===== src/rtl/pgm_pkg.sv =====
package pgm_pkg;
  typedef enum logic [1:0] {
    PG_IDLE    = 2'd0,
    PG_COLLECT = 2'd1,
    PG_WALK    = 2'd2
  } pg_state_t;
endpackage


===== src/rtl/pgm_ctrl.sv =====
module pgm_ctrl
  import pgm_pkg::*;
#(
  parameter int ADDR_W = 24,
  parameter int COL_W  = 8
) (
  input  logic                      clk,
  input  logic                      rst,
  input  logic                      start_i,
  input  logic [ADDR_W-1:0]         start_addr_i,
  input  logic                      byte_vld_i,
  input  logic                      end_ok_i,
  input  logic                      abort_i,
  input  logic                      any_byte_i,
  output pg_state_t                 state_o,
  output logic [ADDR_W-COL_W-1:0]   page_o,
  output logic [COL_W-1:0]          start_col_o,
  output logic                      load_o,
  output logic                      clear_o,
  output logic                      take_o,
  output logic                      issue_o,
  output logic [COL_W-1:0]          walk_col_o
);
  localparam int PG_W = ADDR_W - COL_W;

  pg_state_t         state_q, state_d;
  logic [PG_W-1:0]   page_q;
  logic [COL_W-1:0]  walk_q;
  logic              in_collect, in_walk;
  logic              start_acc, abort_acc, end_acc, take_acc, walk_last;

  always_comb begin
    in_collect = (state_q == PG_COLLECT);
    in_walk    = (state_q == PG_WALK);
    start_acc  = start_i && !in_walk;
    abort_acc  = in_collect && !start_i && abort_i;
    end_acc    = in_collect && !start_i && !abort_i && end_ok_i;
    take_acc   = in_collect && !start_i && !abort_i && !end_ok_i && byte_vld_i;
    walk_last  = in_walk && (walk_q == {COL_W{1'b1}});
  end

  always_comb begin
    state_d = state_q;
    if (start_acc)      state_d = PG_COLLECT;
    else if (abort_acc) state_d = PG_IDLE;
    else if (end_acc)   state_d = any_byte_i ? PG_WALK : PG_IDLE;
    else if (walk_last) state_d = PG_IDLE;
  end

  always_ff @(posedge clk) begin
    if (rst) begin
      state_q <= PG_IDLE;
      page_q  <= '0;
      walk_q  <= '0;
    end else begin
      state_q <= state_d;
      if (start_acc) page_q <= start_addr_i[ADDR_W-1:COL_W];
      if (in_walk) walk_q <= walk_q + 1'b1;
      else         walk_q <= '0;
    end
  end

  assign state_o     = state_q;
  assign page_o      = page_q;
  assign start_col_o = start_addr_i[COL_W-1:0];
  assign load_o      = start_acc;
  assign clear_o     = start_acc || abort_acc;
  assign take_o      = take_acc;
  assign issue_o     = in_walk;
  assign walk_col_o  = walk_q;
endmodule


===== src/rtl/pgm_col_track.sv =====
module pgm_col_track #(
  parameter int COL_W = 8
) (
  input  logic                  clk,
  input  logic                  rst,
  input  logic                  load_i,
  input  logic [COL_W-1:0]      start_col_i,
  input  logic                  clear_i,
  input  logic                  take_i,
  output logic [COL_W-1:0]      col_o,
  output logic [(1<<COL_W)-1:0] touched_o,
  output logic                  any_o
);
  localparam int PAGE = 1 << COL_W;

  logic [COL_W-1:0] col_q;
  logic             any_q;

  always_ff @(posedge clk) begin
    if (rst) begin
      col_q <= '0;
      any_q <= 1'b0;
    end else begin
      if (load_i)      col_q <= start_col_i;
      else if (take_i) col_q <= col_q + 1'b1;
      if (clear_i)     any_q <= 1'b0;
      else if (take_i) any_q <= 1'b1;
    end
  end

  for (genvar g = 0; g < PAGE; g++) begin : g_mark
    always_ff @(posedge clk) begin
      if (rst || clear_i)
        touched_o[g] <= 1'b0;
      else if (take_i && (col_q == COL_W'(g)))
        touched_o[g] <= 1'b1;
    end
  end

  assign col_o = col_q;
  assign any_o = any_q;
endmodule


===== src/rtl/pgm_page_ram.sv =====
module pgm_page_ram #(
  parameter int COL_W  = 8,
  parameter int DATA_W = 8
) (
  input  logic              clk,
  input  logic              we_i,
  input  logic [COL_W-1:0]  wcol_i,
  input  logic [DATA_W-1:0] wdata_i,
  input  logic [COL_W-1:0]  rcol_i,
  output logic [DATA_W-1:0] rdata_o
);
  localparam int PAGE = 1 << COL_W;

  logic [DATA_W-1:0] mem [PAGE];

  always_ff @(posedge clk) begin
    if (we_i) mem[wcol_i] <= wdata_i;
    rdata_o <= mem[rcol_i];
  end
endmodule


===== src/rtl/pgm_rmw_stage.sv =====
module pgm_rmw_stage #(
  parameter int ADDR_W = 24,
  parameter int COL_W  = 8,
  parameter int DATA_W = 8
) (
  input  logic                    clk,
  input  logic                    rst,
  input  logic                    issue_i,
  input  logic [COL_W-1:0]        issue_col_i,
  input  logic [ADDR_W-COL_W-1:0] issue_page_i,
  input  logic                    issue_touch_i,
  input  logic [DATA_W-1:0]       buf_q_i,
  input  logic [DATA_W-1:0]       arr_rdata_i,
  output logic [ADDR_W-1:0]       wr_addr_o,
  output logic [DATA_W-1:0]       wr_data_o,
  output logic                    wr_en_o,
  output logic                    done_o
);
  localparam int PG_W = ADDR_W - COL_W;

  logic              s1_v, s1_touch;
  logic [COL_W-1:0]  s1_col;
  logic [PG_W-1:0]   s1_page;

  always_ff @(posedge clk) begin
    if (rst) begin
      s1_v      <= 1'b0;
      s1_touch  <= 1'b0;
      s1_col    <= '0;
      s1_page   <= '0;
      wr_en_o   <= 1'b0;
      done_o    <= 1'b0;
      wr_addr_o <= '0;
      wr_data_o <= '0;
    end else begin
      s1_v     <= issue_i;
      s1_touch <= issue_i && issue_touch_i;
      s1_col   <= issue_col_i;
      s1_page  <= issue_page_i;
      wr_en_o  <= s1_v && s1_touch;
      done_o   <= s1_v && (s1_col == {COL_W{1'b1}});
      if (s1_v) begin
        wr_addr_o <= {s1_page, s1_col};
        wr_data_o <= buf_q_i & arr_rdata_i;
      end
    end
  end
endmodule


===== src/rtl/pgm_page_collector.sv =====
module pgm_page_collector
  import pgm_pkg::*;
#(
  parameter int ADDR_W = 24,
  parameter int COL_W  = 8
) (
  input  logic              clk,
  input  logic              rst,
  input  logic              start_i,
  input  logic [ADDR_W-1:0] start_addr_i,
  input  logic              byte_vld_i,
  input  logic [7:0]        byte_i,
  input  logic              end_ok_i,
  input  logic              abort_i,
  output logic [ADDR_W-1:0] arr_rd_addr_o,
  input  logic [7:0]        arr_rdata_i,
  output logic [ADDR_W-1:0] arr_wr_addr_o,
  output logic [7:0]        arr_wr_data_o,
  output logic              arr_wr_en_o,
  output logic              done_o
);
  localparam int PG_W = ADDR_W - COL_W;
  localparam int PAGE = 1 << COL_W;

  pg_state_t         ctl_state;
  logic [PG_W-1:0]   page;
  logic [COL_W-1:0]  start_col, cur_col, walk_col;
  logic              load, clear, take, issue, any_byte;
  logic [PAGE-1:0]   touched;
  logic [7:0]        buf_q;

  pgm_ctrl #(.ADDR_W(ADDR_W), .COL_W(COL_W)) u_ctrl (
    .clk(clk), .rst(rst),
    .start_i(start_i), .start_addr_i(start_addr_i),
    .byte_vld_i(byte_vld_i), .end_ok_i(end_ok_i), .abort_i(abort_i),
    .any_byte_i(any_byte),
    .state_o(ctl_state), .page_o(page), .start_col_o(start_col),
    .load_o(load), .clear_o(clear), .take_o(take),
    .issue_o(issue), .walk_col_o(walk_col)
  );

  pgm_col_track #(.COL_W(COL_W)) u_track (
    .clk(clk), .rst(rst),
    .load_i(load), .start_col_i(start_col),
    .clear_i(clear), .take_i(take),
    .col_o(cur_col), .touched_o(touched), .any_o(any_byte)
  );

  pgm_page_ram #(.COL_W(COL_W), .DATA_W(8)) u_buf (
    .clk(clk),
    .we_i(take), .wcol_i(cur_col), .wdata_i(byte_i),
    .rcol_i(walk_col), .rdata_o(buf_q)
  );

  pgm_rmw_stage #(.ADDR_W(ADDR_W), .COL_W(COL_W), .DATA_W(8)) u_rmw (
    .clk(clk), .rst(rst),
    .issue_i(issue), .issue_col_i(walk_col), .issue_page_i(page),
    .issue_touch_i(touched[walk_col]),
    .buf_q_i(buf_q), .arr_rdata_i(arr_rdata_i),
    .wr_addr_o(arr_wr_addr_o), .wr_data_o(arr_wr_data_o),
    .wr_en_o(arr_wr_en_o), .done_o(done_o)
  );

  assign arr_rd_addr_o = {page, walk_col};
endmodule


===== config.mk =====
export PLATFORM = sky130hd
export DESIGN_NAME = pgm_page_collector
export DESIGN_NICKNAME = d
export VERILOG_FILES = /design/src/rtl/pgm_pkg.sv /design/src/rtl/pgm_ctrl.sv /design/src/rtl/pgm_col_track.sv /design/src/rtl/pgm_page_ram.sv /design/src/rtl/pgm_rmw_stage.sv /design/src/rtl/pgm_page_collector.sv
export SDC_FILE = /design/constraint.sdc
export NUM_CORES = 2
export LEC_CHECK = 0
export BUFFER_PORTS_ARGS = -buffer_cell sky130_fd_sc_hd__buf_2
export CORE_ASPECT_RATIO = 0.5
export CORE_MARGIN = 3
export CORE_UTILIZATION = 28
export DETAILED_ROUTE_END_ITERATION = 6
export PLACE_DENSITY = 0.41
export SYNTH_ARGS = -nofsm -noshare
export SYNTH_HDL_FRONTEND = slang
export SYNTH_SLANG_ARGS = --single-unit

===== constraint.sdc =====
create_clock -name clk -period 3.4 [get_ports clk]
set_input_delay 0.51 -clock clk [delete_from_list [all_inputs] [get_ports clk]]
set_output_delay 0.51 -clock clk [all_outputs]
set_load 0.05 [all_outputs]

==> impl_summary.md <==
Yosys
Ranked by total cell area, the synthesized netlist is headed by sky130_fd_sc_hd__edfxtp_1 (67%), sky130_fd_sc_hd__mux4_2 (16%), sky130_fd_sc_hd__dfxtp_1 (7.8%). The post-synthesis sequential area ratio is 74.5%. Counting flops with a built-in enable in the synthesized netlist gives 2048. The synthesized instance count is 4832.

The number of synthesized register bits is 2407. The number of nets in the synthesized netlist is approximately 5000. The adder and majority gate portion of the synthesized area is less than 1%. The most area-hungry cell type in the Yosys netlist is sky130_fd_sc_hd__edfxtp_1. The leading register cell type out of synthesis is sky130_fd_sc_hd__edfxtp_1. The async set-or-reset flop fraction in the synthesized netlist is 0%. The synthesized netlist devotes 1.96% of its cell area to compound gates. In this run the cell area of the synthesized design comes to roughly 90000 um2.

In this run the biggest area consumer among cell types represents 66.7% of the synthesized area. Of the post-synthesis cell area, the part taken by muxes is between 10% and 20%. The synthesized netlist contains 62 unique library cells. The combinational family with the most area after synthesis is multiplexers. The simple-gate share of the synthesized area is 4.60%. Summing the areas of all xor and xnor instances in the mapped netlist gives less than 1% of the synthesized area. The count of synthesis-stage warnings from yosys is 0. The synthesized area divided by synthesized cell count is 19.1 um2.

GRT
The total overflow left after global routing is 0. The initial antenna violation count is 25. The number of global-route vias before repair was between 50000 and 60000.

The global-route wire length before repair is 408000 um. The global router's overall resource usage is 17.1%. Entering global routing, the biggest net connects roughly 130 pins.

Routing
Summing over every cut layer, the via total after detailed routing is 49300. In the final routed layout, each cell accounts on average for a little under 30 um. The routed design has 294000 um of wire. The detail-routed via count per cell is 4.87. Before antenna repair, the detailed router went through 5 iterations. The detailed router finished its first iteration with 5222 violations. After detailed routing, the number of remaining DRC violations is 0.

The number of nets with antenna violations after routing is 0.

Critical path
The critical path goes through buf_12 > buf_12 > buf_12 > mux4_2 > mux4_2 > a22oi_2 > buf_4 > o21ai_1 > nor2_1 > buf_4 > and4b_1. The data arrival time of the critical path is 4.12 ns. The total buffers and inverters traversed by the critical path is 5. The setup path with the least slack is of type reg2reg.

The slowest stage of the critical path belongs to the cell sky130_fd_sc_hd__mux4_2. The dominant cell type by count on the critical path is sky130_fd_sc_hd__buf_12. The sort of element at the start of the critical path is a register. The data required time of the worst path is 4.18 ns. The family with the most delay on the worst path is multiplexers. The worst setup path is captured at a register.

The delay of the slowest cell on the worst path is 0.56 ns. The largest fanout of any net on the critical path is 20.

STA
The minimum period implied by the final worst setup slack is 3.35 ns. The worst setup skew after layout is roughly 0.064 ns. The count of final hold-check violations was 0.

The worst path meets setup with between 0.05 and 0.06 ns of slack. Setup violations remaining at the end of the flow were counted as 0. The worst slew margin relative to its limit is ~17%. The upper clock frequency limit is 299 MHz. The actual transition at the worst max-transition pin is 1.25 ns. Setup repair after global routing could not meet its margin everywhere.

Summed over all failing endpoints, the final setup total negative slack is 0 ns. The number of pins exceeding their max-slew limit in the final report is 0. The final critical-path share of the clock period is 98.5%.

Floorplan
The I/O pin count is 104. The floorplan has 148 rows. The overall die height is 412 um. The initial utilization of the core area, before any placement, comes to between 20 and 30%. After floorplanning, the core was sized to cover 327000 um2. The die outline area is ~340000 um2. The horizontal extent of the die is 818 um.

Place
The wire-length estimate of the detail-placed layout is between 150000 and 200000 um. At the placement stage, the worst setup path has a slack of -0.799 ns. The congestion estimate from routability-driven global placement came to 0.804. Input and output buffers added on the ports amount to 103.

Clocking
The clock net in this run drives a total of 2407 sinks. The H-tree depth is 4. The number of buffers on the longest clock path is 4. Clock-pin slew was measured on the worst setup and hold paths at 0.07 ns. The TritonCTS clock tree is yes.

The CTS root buffer is sky130_fd_sc_hd__clkbuf_16. TritonCTS created 240 clock buffers. Clock latency on the worst-skew pair, taken at its later pin, is 0.91 ns.

Power and ir drop
The areal power density over the cells is 533 nW/um2. The worst IR drop on VDD is 0.434 mV. The analysis attributes to cell leakage a power of about 34 nW.

The final total power is 59.2 mW.

Min path
The min-delay analysis places its worst path in the category in2reg.

Outcome
The run finished with clean final reports.

Finish
The fill cell instance count of the final layout is 30900. The share of layout cells above drive strength 1 is 31.4%. The area growth from synthesis to layout is 20.5%. The number of nets in the layout is between 5000 and 6000.

Job
The number of max-cap violations is 0.
## cell usage after synthesis, types with 6 or more instances
cell type,n
sky130_fd_sc_hd__and2_1,9
sky130_fd_sc_hd__a22oi_1,46
sky130_fd_sc_hd__nor3_1,26
sky130_fd_sc_hd__nand2b_1,21
sky130_fd_sc_hd__nor2_1,816
sky130_fd_sc_hd__a22o_1,8
sky130_fd_sc_hd__dfxtp_1,359
sky130_fd_sc_hd__buf_4,37
sky130_fd_sc_hd__a31oi_1,6
sky130_fd_sc_hd__nand3_1,35
sky130_fd_sc_hd__o22ai_1,8
sky130_fd_sc_hd__nand4_1,11
sky130_fd_sc_hd__nor2b_1,23
sky130_fd_sc_hd__xor2_1,8
sky130_fd_sc_hd__edfxtp_1,2048
sky130_fd_sc_hd__nand2_1,81
sky130_fd_sc_hd__buf_2,79
sky130_fd_sc_hd__a221oi_1,8
sky130_fd_sc_hd__inv_1,22
sky130_fd_sc_hd__buf_6,6
sky130_fd_sc_hd__a211oi_1,27
sky130_fd_sc_hd__mux2_2,18
sky130_fd_sc_hd__mux4_2,650
sky130_fd_sc_hd__o21ai_0,27
sky130_fd_sc_hd__mux2i_1,103
sky130_fd_sc_hd__o211ai_1,6
sky130_fd_sc_hd__a21oi_1,103
sky130_fd_sc_hd__buf_1,31
sky130_fd_sc_hd__clkbuf_1,140
## final cells by class
cell class | instances | area (um2) | area share (%)
Timing Repair Buffer | 778 | 6940 | 6.24
Clock buffer | 319 | 6540 | 5.89
Clock inverter | 121 | 1110 | 0.999
Multi-Input combinational cell | 2109 | 22300 | 20.0
Antenna cell | 9 | 22.5 | 0.0203
Tap cell | 4350 | 5440 | 4.90
Inverter | 23 | 86.3 | 0.0777
Sequential cell | 2407 | 68700 | 61.8
## power by group
group / internal [mW] / total, mW / switching (mW)
clock: 14.8 / 26.3 / 11.5
combinational: 0.185 / 0.937 / 0.752
sequential: 32.0 / 32.0 / 0.0251
total: 47.0 / 59.2 / 12.3
## registers in the layout, summed over array words and instances, names as in the netlist
name,flops
u_rmw.done_o,1
u_ctrl.walk_col_o,8
u_rmw.wr_addr_o,24
u_buf.mem,2048
u_track.touched_o,256
u_rmw.s1_page,16
u_ctrl.state_o,2
u_rmw.s1_touch,1
u_rmw.wr_data_o,8
u_rmw.s1_col,8
u_rmw.s1_v,1
u_buf.rdata_o,8
u_track.col_o,8
u_ctrl.page_o,16
u_track.any_o,1
u_rmw.wr_en_o,1
## per-layer routing
metal	part of all wire [%]	track usage (%)	vias up
li1	-	-	20700
met2	46	27.0	1478
met4	1.8	3.12	0
met5	0	0	-
met3	5.7	2.68	321
met1	46	25.1	26800
## what timing repair did
item                                    4_1_cts  5_1_grt
hold buffers                                 42        0
endpoints found under the setup margin        8        7
hold endpoints to repair                     39        0
gates cloned                                  0        5
setup buffers                                 5       20
pin swaps                                     0        3
resized for setup                            16       26
## worst paths after layout
kind	cells after the start	to	slack, ns	from
worst min register to register	2	u_rmw.s1_page[3]	0.46	u_ctrl.page_o[3]
worst max-delay path	11	u_buf.rdata_o[3]	0.05	u_ctrl.walk_col_o[0]
worst min-delay path	4	u_ctrl.state_o[0]	0.09	abort_i
worst max register to register	11	u_buf.rdata_o[3]	0.05	u_ctrl.walk_col_o[0]
## through the flow
stage | hold slack [ns] | util, % | cell area [um2] | instances
final | 0.0855 | 34.0 | 111000 | 10100
after global routing | 0.0520 | 34.0 | 111000 | 10100
after global placement | 0.437 | 31.4 | 102000 | 9595
after CTS | 0.0152 | 33.9 | 111000 | 10100
after detailed placement | 0.452 | 31.4 | 102000 | 9595
after floorplan | 0.429 | - | 92200 | 4832
## logic make-up after synthesis
group | after synthesis
AOI/OAI and AO/OA | 277
xor gates and xnor gates | 11
adders and majority gates | 5
buffers and inverters | 316
DFF | 2407
muxes | 771
and+or+nand+nor | 1045
## cell usage in the layout (no fill, tap or decap), types with 9 or more instances in the layout
cell type                       count
sky130_fd_sc_hd__a211oi_1          26
sky130_fd_sc_hd__a21oi_1          102
sky130_fd_sc_hd__a22oi_1           41
sky130_fd_sc_hd__buf_12            73
sky130_fd_sc_hd__buf_2             94
sky130_fd_sc_hd__buf_4            545
sky130_fd_sc_hd__bufinv_16         17
sky130_fd_sc_hd__clkbuf_1          56
sky130_fd_sc_hd__clkbuf_16        246
sky130_fd_sc_hd__clkbuf_8          30
sky130_fd_sc_hd__clkinv_1          33
sky130_fd_sc_hd__clkinv_2          49
sky130_fd_sc_hd__dfxtp_1          351
sky130_fd_sc_hd__diode_2            9
sky130_fd_sc_hd__dlygate4sd3_1     42
sky130_fd_sc_hd__edfxtp_1        2048
sky130_fd_sc_hd__inv_1             22
sky130_fd_sc_hd__mux2_2            18
sky130_fd_sc_hd__mux2i_1          100
sky130_fd_sc_hd__mux4_2           650
sky130_fd_sc_hd__nand2_1           63
sky130_fd_sc_hd__nand2_2           17
sky130_fd_sc_hd__nand2b_1          21
sky130_fd_sc_hd__nand3_1           34
sky130_fd_sc_hd__nand4_1           11
sky130_fd_sc_hd__nor2_1           811
sky130_fd_sc_hd__nor2b_1           21
sky130_fd_sc_hd__nor3_1            25
sky130_fd_sc_hd__o21ai_0           24
## worst register-to-register path, delay by kind of cell (launching register included)
family                 cells  cell delay [ns]
AOI/OAI and AO/OA          2             0.48
buffers and inverters      5             0.91
muxes                      2             1.07
and+or+nand+nor            2             0.39
DFF                        1             0.38
No activity file was read; power rests on OpenSTA's default activity.
